===== src/rtl/txq_arb_pkg.sv =====
`timescale 1ns/1ps
package txq_arb_pkg;
  typedef enum logic {
    SEL_FIXED = 1'b0,
    SEL_RR    = 1'b1
  } sel_mode_e;
endpackage


===== src/rtl/txq_arb_select.sv =====
`timescale 1ns/1ps
// Combinational winner search over the eligible channel mask.
module txq_arb_select
  import txq_arb_pkg::*;
#(
  parameter int unsigned NUM_CH = 8,
  parameter int unsigned CH_W   = $clog2(NUM_CH)
) (
  input  logic [NUM_CH-1:0] elig_i,
  input  sel_mode_e         mode_i,
  input  logic [CH_W-1:0]   last_i,
  output logic              found_o,
  output logic [CH_W-1:0]   pick_o
);

  always_comb begin
    int idx;
    found_o = 1'b0;
    pick_o  = '0;
    idx     = 0;
    if (mode_i == SEL_FIXED) begin
      // ascending scan: the last hit is the highest index
      for (int i = 0; i < int'(NUM_CH); i++) begin
        if (elig_i[i]) begin
          found_o = 1'b1;
          pick_o  = CH_W'(i);
        end
      end
    end else begin
      // descending offsets: the last hit is the nearest channel after last_i
      for (int off = int'(NUM_CH); off >= 1; off--) begin
        idx = (int'(last_i) + off) % int'(NUM_CH);
        if (elig_i[idx]) begin
          found_o = 1'b1;
          pick_o  = CH_W'(idx);
        end
      end
    end
  end

endmodule


===== src/rtl/txq_arb_teardown.sv =====
`timescale 1ns/1ps
// Tracks pending teardown marks and emits completion pulses at frame boundaries.
module txq_arb_teardown #(
  parameter int unsigned NUM_CH = 8,
  parameter int unsigned CH_W   = $clog2(NUM_CH)
) (
  input  logic              clk,
  input  logic              rst_n,
  input  logic              td_req_i,
  input  logic [CH_W-1:0]   td_chan_i,
  input  logic              act_i,
  input  logic [CH_W-1:0]   own_i,
  output logic [NUM_CH-1:0] pend_o,
  output logic [NUM_CH-1:0] done_o
);

  logic [NUM_CH-1:0] pend_q, pend_n;
  logic [NUM_CH-1:0] done_q, done_n;
  logic [NUM_CH-1:0] own_mask;
  logic [NUM_CH-1:0] set_vec;

  for (genvar c = 0; c < NUM_CH; c++) begin : g_ch
    assign own_mask[c] = act_i && (own_i == CH_W'(c));
    assign set_vec[c]  = td_req_i && (td_chan_i == CH_W'(c));
  end

  always_comb begin
    done_n = pend_q & ~own_mask;
    pend_n = (pend_q & ~done_n) | set_vec;
  end

  always_ff @(posedge clk or negedge rst_n) begin
    if (!rst_n) begin
      pend_q <= '0;
      done_q <= '0;
    end else begin
      pend_q <= pend_n;
      done_q <= done_n;
    end
  end

  assign pend_o = pend_q;
  assign done_o = done_q;

  // a completion pulse never lands on the channel that still owns the grant
  AST_TD_DONE_OFF_OWNER: assert property (@(posedge clk) disable iff (!rst_n)
    (done_q & own_mask) == '0);

endmodule


===== src/rtl/txq_arbiter.sv =====
`timescale 1ns/1ps
module txq_arbiter
  import txq_arb_pkg::*;
#(
  parameter int unsigned NUM_CH = 8,
  parameter int unsigned CH_W   = $clog2(NUM_CH)
) (
  input  logic              clk,
  input  logic              rst_n,
  input  logic [NUM_CH-1:0] req_i,
  input  logic              sel_rr_i,
  input  logic              full_dup_i,
  input  logic              tx_fc_en_i,
  input  logic              pause_i,
  input  logic              frame_end_i,
  input  logic              td_req_i,
  input  logic [CH_W-1:0]   td_chan_i,
  output logic              gnt_vld_o,
  output logic [CH_W-1:0]   gnt_id_o,
  output logic [NUM_CH-1:0] gnt_vec_o,
  output logic [NUM_CH-1:0] td_done_o
);

  localparam logic [CH_W-1:0] LAST_RST = CH_W'(NUM_CH - 1);

  logic              act_q, act_n;
  logic [CH_W-1:0]   own_q, own_n;
  logic [CH_W-1:0]   last_q, last_n;
  logic              st_en;
  logic [NUM_CH-1:0] pend;
  logic [NUM_CH-1:0] elig;
  logic              found;
  logic [CH_W-1:0]   pick;
  logic              hold_off;
  sel_mode_e         mode;

  assign mode     = sel_mode_e'(sel_rr_i);
  assign hold_off = pause_i && full_dup_i && tx_fc_en_i;
  assign elig     = req_i & ~pend;

  txq_arb_select #(.NUM_CH(NUM_CH), .CH_W(CH_W)) u_sel (
    .elig_i  (elig),
    .mode_i  (mode),
    .last_i  (last_q),
    .found_o (found),
    .pick_o  (pick)
  );

  txq_arb_teardown #(.NUM_CH(NUM_CH), .CH_W(CH_W)) u_td (
    .clk       (clk),
    .rst_n     (rst_n),
    .td_req_i  (td_req_i),
    .td_chan_i (td_chan_i),
    .act_i     (act_q),
    .own_i     (own_q),
    .pend_o    (pend),
    .done_o    (td_done_o)
  );

  always_comb begin
    act_n  = act_q;
    own_n  = own_q;
    last_n = last_q;
    st_en  = 1'b0;
    if (act_q) begin
      if (frame_end_i) begin
        act_n = 1'b0;
        st_en = 1'b1;
      end
    end else if (found && !hold_off) begin
      act_n  = 1'b1;
      own_n  = pick;
      last_n = pick;
      st_en  = 1'b1;
    end
  end

  always_ff @(posedge clk or negedge rst_n) begin
    if (!rst_n) begin
      act_q  <= 1'b0;
      own_q  <= '0;
      last_q <= LAST_RST;
    end else if (st_en) begin
      act_q  <= act_n;
      own_q  <= own_n;
      last_q <= last_n;
    end
  end

  for (genvar c = 0; c < NUM_CH; c++) begin : g_gnt
    assign gnt_vec_o[c] = act_q && (own_q == CH_W'(c));
  end
  assign gnt_vld_o = act_q;
  assign gnt_id_o  = own_q;

  AST_GNT_ONEHOT: assert property (@(posedge clk) disable iff (!rst_n)
    $onehot0(gnt_vec_o));

  AST_GNT_HOLD: assert property (@(posedge clk) disable iff (!rst_n)
    (gnt_vld_o && !frame_end_i) |=> (gnt_vld_o && $stable(gnt_id_o)));

  AST_EOF_RELEASE: assert property (@(posedge clk) disable iff (!rst_n)
    (gnt_vld_o && frame_end_i) |=> !gnt_vld_o);

  AST_GNT_TO_REQ: assert property (@(posedge clk) disable iff (!rst_n)
    (!gnt_vld_o && !(req_i != '0)) |=> !gnt_vld_o);

  AST_PAUSE_BLOCK: assert property (@(posedge clk) disable iff (!rst_n)
    (!gnt_vld_o && pause_i && full_dup_i && tx_fc_en_i) |=> !gnt_vld_o);

  AST_TD_NO_GNT: assert property (@(posedge clk) disable iff (!rst_n)
    !gnt_vld_o |=> ((gnt_vec_o & $past(pend)) == '0));

endmodule


===== config.mk =====
export PLATFORM = sky130hd
export DESIGN_NAME = txq_arbiter
export DESIGN_NICKNAME = d
export VERILOG_FILES = /design/src/rtl/txq_arb_pkg.sv /design/src/rtl/txq_arb_select.sv /design/src/rtl/txq_arb_teardown.sv /design/src/rtl/txq_arbiter.sv
export SDC_FILE = /design/constraint.sdc
export NUM_CORES = 1
export LEC_CHECK = 0
export CAP_MARGIN = 20
export CORE_MARGIN = 2
export CORE_UTILIZATION = 60
export CTS_BUF_LIST = sky130_fd_sc_hd__clkbuf_2 sky130_fd_sc_hd__clkbuf_4 sky130_fd_sc_hd__clkbuf_8
export CTS_CLUSTER_SIZE = 30
export DETAILED_ROUTE_END_ITERATION = 8
export DONT_BUFFER_PORTS = 1
export GPL_TIMING_DRIVEN = 1
export PLACE_DENSITY = 0.88
export SKIP_CTS_REPAIR_TIMING = 1
export SLEW_MARGIN = 5
export SYNTH_ARGS = -nofsm -noshare
export SYNTH_HDL_FRONTEND = slang
export SYNTH_SLANG_ARGS = --single-unit

===== constraint.sdc =====
create_clock -name clk -period 7.7 [get_ports clk]
set_input_delay 0.77 -clock clk [delete_from_list [all_inputs] [get_ports clk]]
set_output_delay 0.77 -clock clk [all_outputs]
set_load 0.005 [all_outputs]

# Word level (Yosys, flattened, before mapping)
# Cells that the tools add are included.
classes:
  n_bitwise: 16
  div_mod_pow: 0
  shifts: 0
  magnitude_cmp: 8
  multipliers: 0
  add_sub_neg: 8
  n_eq_ne: 14
  reduce_logical: 31
  n_mux: 62
ops:
  columns: ["cell", "n"]
  rows:
  - ["less-than comparator 4 x 5 -> 1 bit, second input constant", 8]
  - ["2-to-1 mux 1 bit", 39]
  - ["2-to-1 mux 3 bit", 13]
  - ["AND 8 bit", 3]
  - ["binary-select mux 1 bit (select 3 bit)", 8]
  - ["equality test 3 bit, second input constant", 8]
  - ["NOT 8 bit", 3]
  - ["OR reduction 3 bit", 8]
  - ["logical AND 1 bit", 19]
  - ["adder 3 bit, second input constant", 4]
  - ["equality test 3 x 2 -> 1 bit, second input constant", 4]
  - ["AND 1 bit, first input constant", 8]
  - ["OR 8 bit", 1]
  - ["adder 3 x 1 -> 3 bit, second input constant", 2]
  - ["adder 3 x 2 -> 3 bit, second input constant", 2]
  - ["equality test 3 x 1 -> 1 bit, second input constant", 2]
  - ["zero test 3 bit", 2]
  - ["2-to-1 mux 2 bit", 2]
  - ["AND reduction 3 bit", 1]
  - ["zero test 1 bit", 1]
  - ["NOT 1 bit", 1]
totals:
  word_cells: 144
  reg_bits: 23
  mem_count: 0
  mem_bits_ro: 0
  output_inout_bits: 20
  ramBits: 0
  latchBits: 0

# Depth between registers and ports, before layout
depth:
  depth_word: 19
  depth_mapped: 12
  mapped_depth_nobuf: 9

# Cells and area by module
# From an unflattened synthesis, not the netlist that was laid out.
unflattened:
  cells_unflattened: 194
  hier_area_um2: 1991.9
by_module_without_submodules:
  columns: ["mod", "area_each_um2", "n_inst", "cells_per_inst"]
  rows:
  - ["txq_arb_select", 947.2, 1, 107]
  - ["txq_arb_teardown", 651.9, 1, 49]
  - ["txq_arbiter", 392.9, 1, 38]

# Worst setup path before layout
# OpenSTA, ideal clock, no wires.
synth_timing:
  path_type: "reg2reg"
  from: "register last_q[1]"
  to: "register last_q[0]"
  period_less_slack_ns: 2.872
  setup_slack_ns: 4.828
  n_path_buf: 3
  path_stages_with_launch: 12
  required_ns: 7.616
  setup_time_ns: 0.084
  arrival_time_ns: 2.789
  cell_sequence: "dfstp_2 clkbuf_8 clkinv_1 ha_1 clkbuf_8 inv_1 mux4_1 mux2i_1 a41oi_2 buf_4 o2111a_1 a311o_1"
synth_via:
  elab_chain_cells: 17
synth_lines:
  columns: ["element", "line_no", "rtl"]
  rows:
  - ["start: declaration", "txq_arbiter.sv:28", "logic [CH_W-1:0] last_q, last_n;"]
  - ["start signal: assignment", "txq_arbiter.sv:86", "last_q <= last_n;"]
  - ["adder 3 x 1 -> 3 bit", "txq_arb_select.sv:32", "idx = (int'(last_i) + off) % int'(NUM_CH);"]
  - ["binary-select mux 1 bit (select 3 bit)", "txq_arb_select.sv:33", "if (elig_i[idx]) begin"]
  - ["2-to-1 mux 1 bit (not written as such) (2 in a row)", "txq_arb_select.sv:33", null]
  - ["2-to-1 mux 1 bit (8 in a row)", "txq_arb_select.sv:33", null]
  - ["2-to-1 mux 1 bit", "txq_arb_select.sv:21", "if (mode_i == SEL_FIXED) begin"]
  - ["logical AND 1 bit", "txq_arbiter.sv:70", "end else if (found && !hold_off) begin"]
  - ["2-to-1 mux 1 bit", "txq_arbiter.sv:70", null]
  - ["2-to-1 mux 1 bit", "txq_arbiter.sv:65", "if (act_q) begin"]
  - ["AND reduction 3 bit (no source line)", null, null]
# Parallel ways exist; a longest one is shown, timed or not. The select of a mux whose other input is x is not followed.
# A chain may end at the register's enable or synchronous reset.

# Worst setup path in the final report
layout_timing:
  from: "register last_q[1]"
  to: "register own_q[0] (netlist: gnt_id_o[0])"
layout_via:
  elab_chain_cells: 17
layout_lines:
  columns: ["element", "line_no", "rtl"]
  rows:
  - ["adder 3 x 1 -> 3 bit", "txq_arb_select.sv:32", null]
  - ["binary-select mux 1 bit (select 3 bit)", "txq_arb_select.sv:33", null]
  - ["2-to-1 mux 1 bit (not written as such) (2 in a row)", "txq_arb_select.sv:33", null]
  - ["2-to-1 mux 1 bit (8 in a row)", "txq_arb_select.sv:33", null]
  - ["2-to-1 mux 1 bit", "txq_arb_select.sv:21", null]
  - ["logical AND 1 bit", "txq_arbiter.sv:70", null]
  - ["2-to-1 mux 1 bit", "txq_arbiter.sv:70", null]
  - ["2-to-1 mux 1 bit", "txq_arbiter.sv:65", null]
  - ["AND reduction 3 bit (no source line)", null, null]
  - ["end signal: assignment", "txq_arbiter.sv:85", "own_q <= own_n;"]
  - ["end: declaration", "txq_arbiter.sv:27", "logic [CH_W-1:0] own_q, own_n;"]
# Parallel ways exist; a longest one is shown, timed or not. The select of a mux whose other input is x is not followed.

==> metrics.md <==
| Metric | Value |
|---|---|
| # IOs | 39 |
| P&R area growth vs syn | 0.498% |
| Mapped Area | 0.00201 mm^2 |
| Final worst slack | 4350 ps |
| Core area | 0.00328 mm^2 |
| RePlAce Congestion | 0.984 |
| Post-synth top flop | dfrtp_1 |
| Final Skew | 6.47 ps |
| CP Class | reg2reg |
| CTS tree | built |
| P_leak | 0.845 nW |
| Core Util, Final | 61.5% |
| PortBufs | 0 |
| Peak Freq | 298 MHz |
| First-pass GRT wire length | 7.82 mm |
| Grt ovf | 0 |
| Setup TNS | 0 ps |
| Final nets | 224 |
| Critical path arrival | 3540 ps |
| Number of synthesized flops with an enable pin | 0 |
| Largest net degree at the start of global routing | 24 |
| TritonCTS buffer count | 3 |
| Vias in the first global route | 1,622 |
| Final setup fails | 0 |
| # rows | 21 |
| Die Y-Extent | 61.9 um |
| 1st-iter DRT viols | 164 |
| Crit share post-route | 43.5% |
| RSZ-0062 raised after global routing | false |
| Pwr Total | 0.853 mW |
| Crit end category | flip-flop |
| Total Wirelength | 4.85 mm |
| Distinct cells, synth | 54 |
| Share of post-route cells with drive strength above 1 | 12.4% |
| Clock Tree Buf Depth | 2 |
| Number of detailed-route iterations in the first pass | 4 |
| Status | completed |
| Vias | 1,683 |
| H-tree depth | 1 |
| P per Cell Area | 422 mW/mm^2 |
| Net count after synthesis | 226 |
| HP Class | in2async |
| Clock sink total | 23 |
| Number of max-cap violations | 0 |
| Total Routing Usage GR | 28.1% |
| Root buffer cell | clkbuf_4 |
| FFs w/ async S/R, synth | 100% |
| Worst Path Max Fanout | 12 |
| VDD IR max | 0.196 mV |
| DRC errors left | 0 |
| WHS | 144 ps |
| Setup WS pre-CTS | 4370 ps |
| Mean Syn Cell Area | 9.81 um^2 |
| Seq/Total Area, Yosys | 28.8% |
| Initial antenna violation count | 0 |
| Flops & latches, synth | 23 |
| Post-DP HPWL | 3.85 mm |
| Initial Util | 61.2% |
| Post-Synthesis Cells | 205 |
| Worst slew pin tran | 597 ps |
| WP data required | 7890 ps |
| Reg2reg path depth | 8 |
| Max_slew headroom | 59.1% |
| Routed WL per cell | 19.6 um |
| Min Clock Period, post-route | 3350 ps |
| Clock-pin slew on the worst setup and hold paths | 120 ps |
| Remaining antenna violation count | 0 |
| CP startpoint kind | flip-flop |
| Slew Limit Fails | 0 |
| Final hold viol count | 0 |
| Skew-Pair Late Insertion Delay | 300 ps |
| Diode count | 0 |
| DIE AREA | 0.00383 mm^2 |
| Die X | 61.9 um |
| FILL cells | 274 |
| Yosys warnings | 0 |
| Vias per cell | 6.79 |
-- final cells by class --
cell class                 count  area (um^2)  share of cell area (%)
multi-input combinational    169         1330                    65.6
sequential                    23          579                    28.7
tap                           46         57.6                    2.85
inverter                       6         30.0                    1.49
clock buffer                   3         22.5                    1.11
clock inverter                 1         5.00                   0.248
-- flip-flops by register name, indices dropped and copies added, names as in the netlist --
signal / count
last_q: 3
gnt_vld_o: 1
gnt_id_o: 3
u_td.done_o: 8
u_td.pend_o: 8
-- kinds of logic after synthesis --
logic type | count (synthesis) | synth area share [%]
compound gates | 48 | 17.2
xor+xnor | 3 | 1.31
fa+ha+maj | 2 | 1.24
buf+inv | 13 | 5.23
flops | 23 | 28.8
mux | 30 | 23.5
simple gates | 86 | 22.7
-- cell usage in the layout (no fill, tap or decap), drive strengths merged, types with 2 or more instances in the layout --
master and n:
nand2 20, mux2i 16, nor2 16, o31ai 3, a22oi 2, mux4 12, or3b 2, mux2 2
ha 2, nor2b 18, nand2b 14, a21oi 5, inv 5, o21ai 14, xnor2 2, o211ai 3
dfstp 3, nand3 2, a31oi 2, nor3 6, o21a 2, dfrtp 20, o2111ai 5, clkinv 2
a311oi 2, clkbuf 3, nand4 2
-- power breakdown --
group | total (mW) | switching (mW) | internal, mW
Sequential | 0.216 | 0.0654 | 0.151
Combinational | 0.584 | 0.319 | 0.265
Clock | 0.0531 | 0.0337 | 0.0193
-- synthesized netlist by cell type, types with 3 or more instances --
library cell / instances / area [um^2]
a21oi_1: 4 / 20.0
clkbuf_8: 3 / 41.3
dfrtp_1: 20 / 500
dfstp_2: 3 / 78.8
inv_1: 3 / 11.3
mux2i_1: 16 / 160
mux4_1: 5 / 131
mux4_2: 7 / 158
nand2_1: 20 / 75.1
nand2b_1: 13 / 81.3
nor2_1: 16 / 60.1
nor2b_1: 18 / 113
nor3_1: 6 / 30.0
o2111ai_1: 5 / 43.8
o211ai_1: 3 / 22.5
o21ai_0: 12 / 60.1
o31ai_1: 3 / 22.5
-- per-stage QoR --
stage / cells / instance area, um^2
floorplan: 205 / 2010
global placement: 244 / 1990
detailed placement: 244 / 1990
CTS: 248 / 2020
global route: 248 / 2020
finish: 248 / 2020
-- critical path: stages, from the launching register on --
cell and delay, ps:
dfstp_2 660, clkinv_1 280, ha_1 500, inv_1 210, mux4_1 370, mux2i_1 300, a41oi_2 340, and3_1 280
a211o_1 300
-- layer usage --
layer / global-route usage, % / vias to the layer above / part of all wire [%]
met2: 48.0 / 92 / 49
met4: 10.0 / 0 / 3.0
li1: - / 773 / -
met3: 4.55 / 12 / 8.4
met1: 36.4 / 806 / 40
met5: 0 / - / 0
-- worst paths after layout --
path	end	startpoint	slack (ps)
min in group clk	u_td.pend_o[1]$_DFF_PN0_	td_chan_i[1]	550
worst min-delay path	u_td.done_o[3]$_DFF_PN0_	rst_n	140
worst max-delay path	gnt_id_o[0]$_DFFE_PN0P_	last_q[1]$_DFFE_PN1P_	4350
worst max register to register	gnt_id_o[0]$_DFFE_PN0P_	last_q[1]$_DFFE_PN1P_	4350
max in group asynchronous	last_q[0]$_DFFE_PN1P_	rst_n	7380
worst min register to register	u_td.pend_o[3]$_DFF_PN0_	u_td.pend_o[3]$_DFF_PN0_	560
Note: power is estimated with default switching activity, not from simulation.
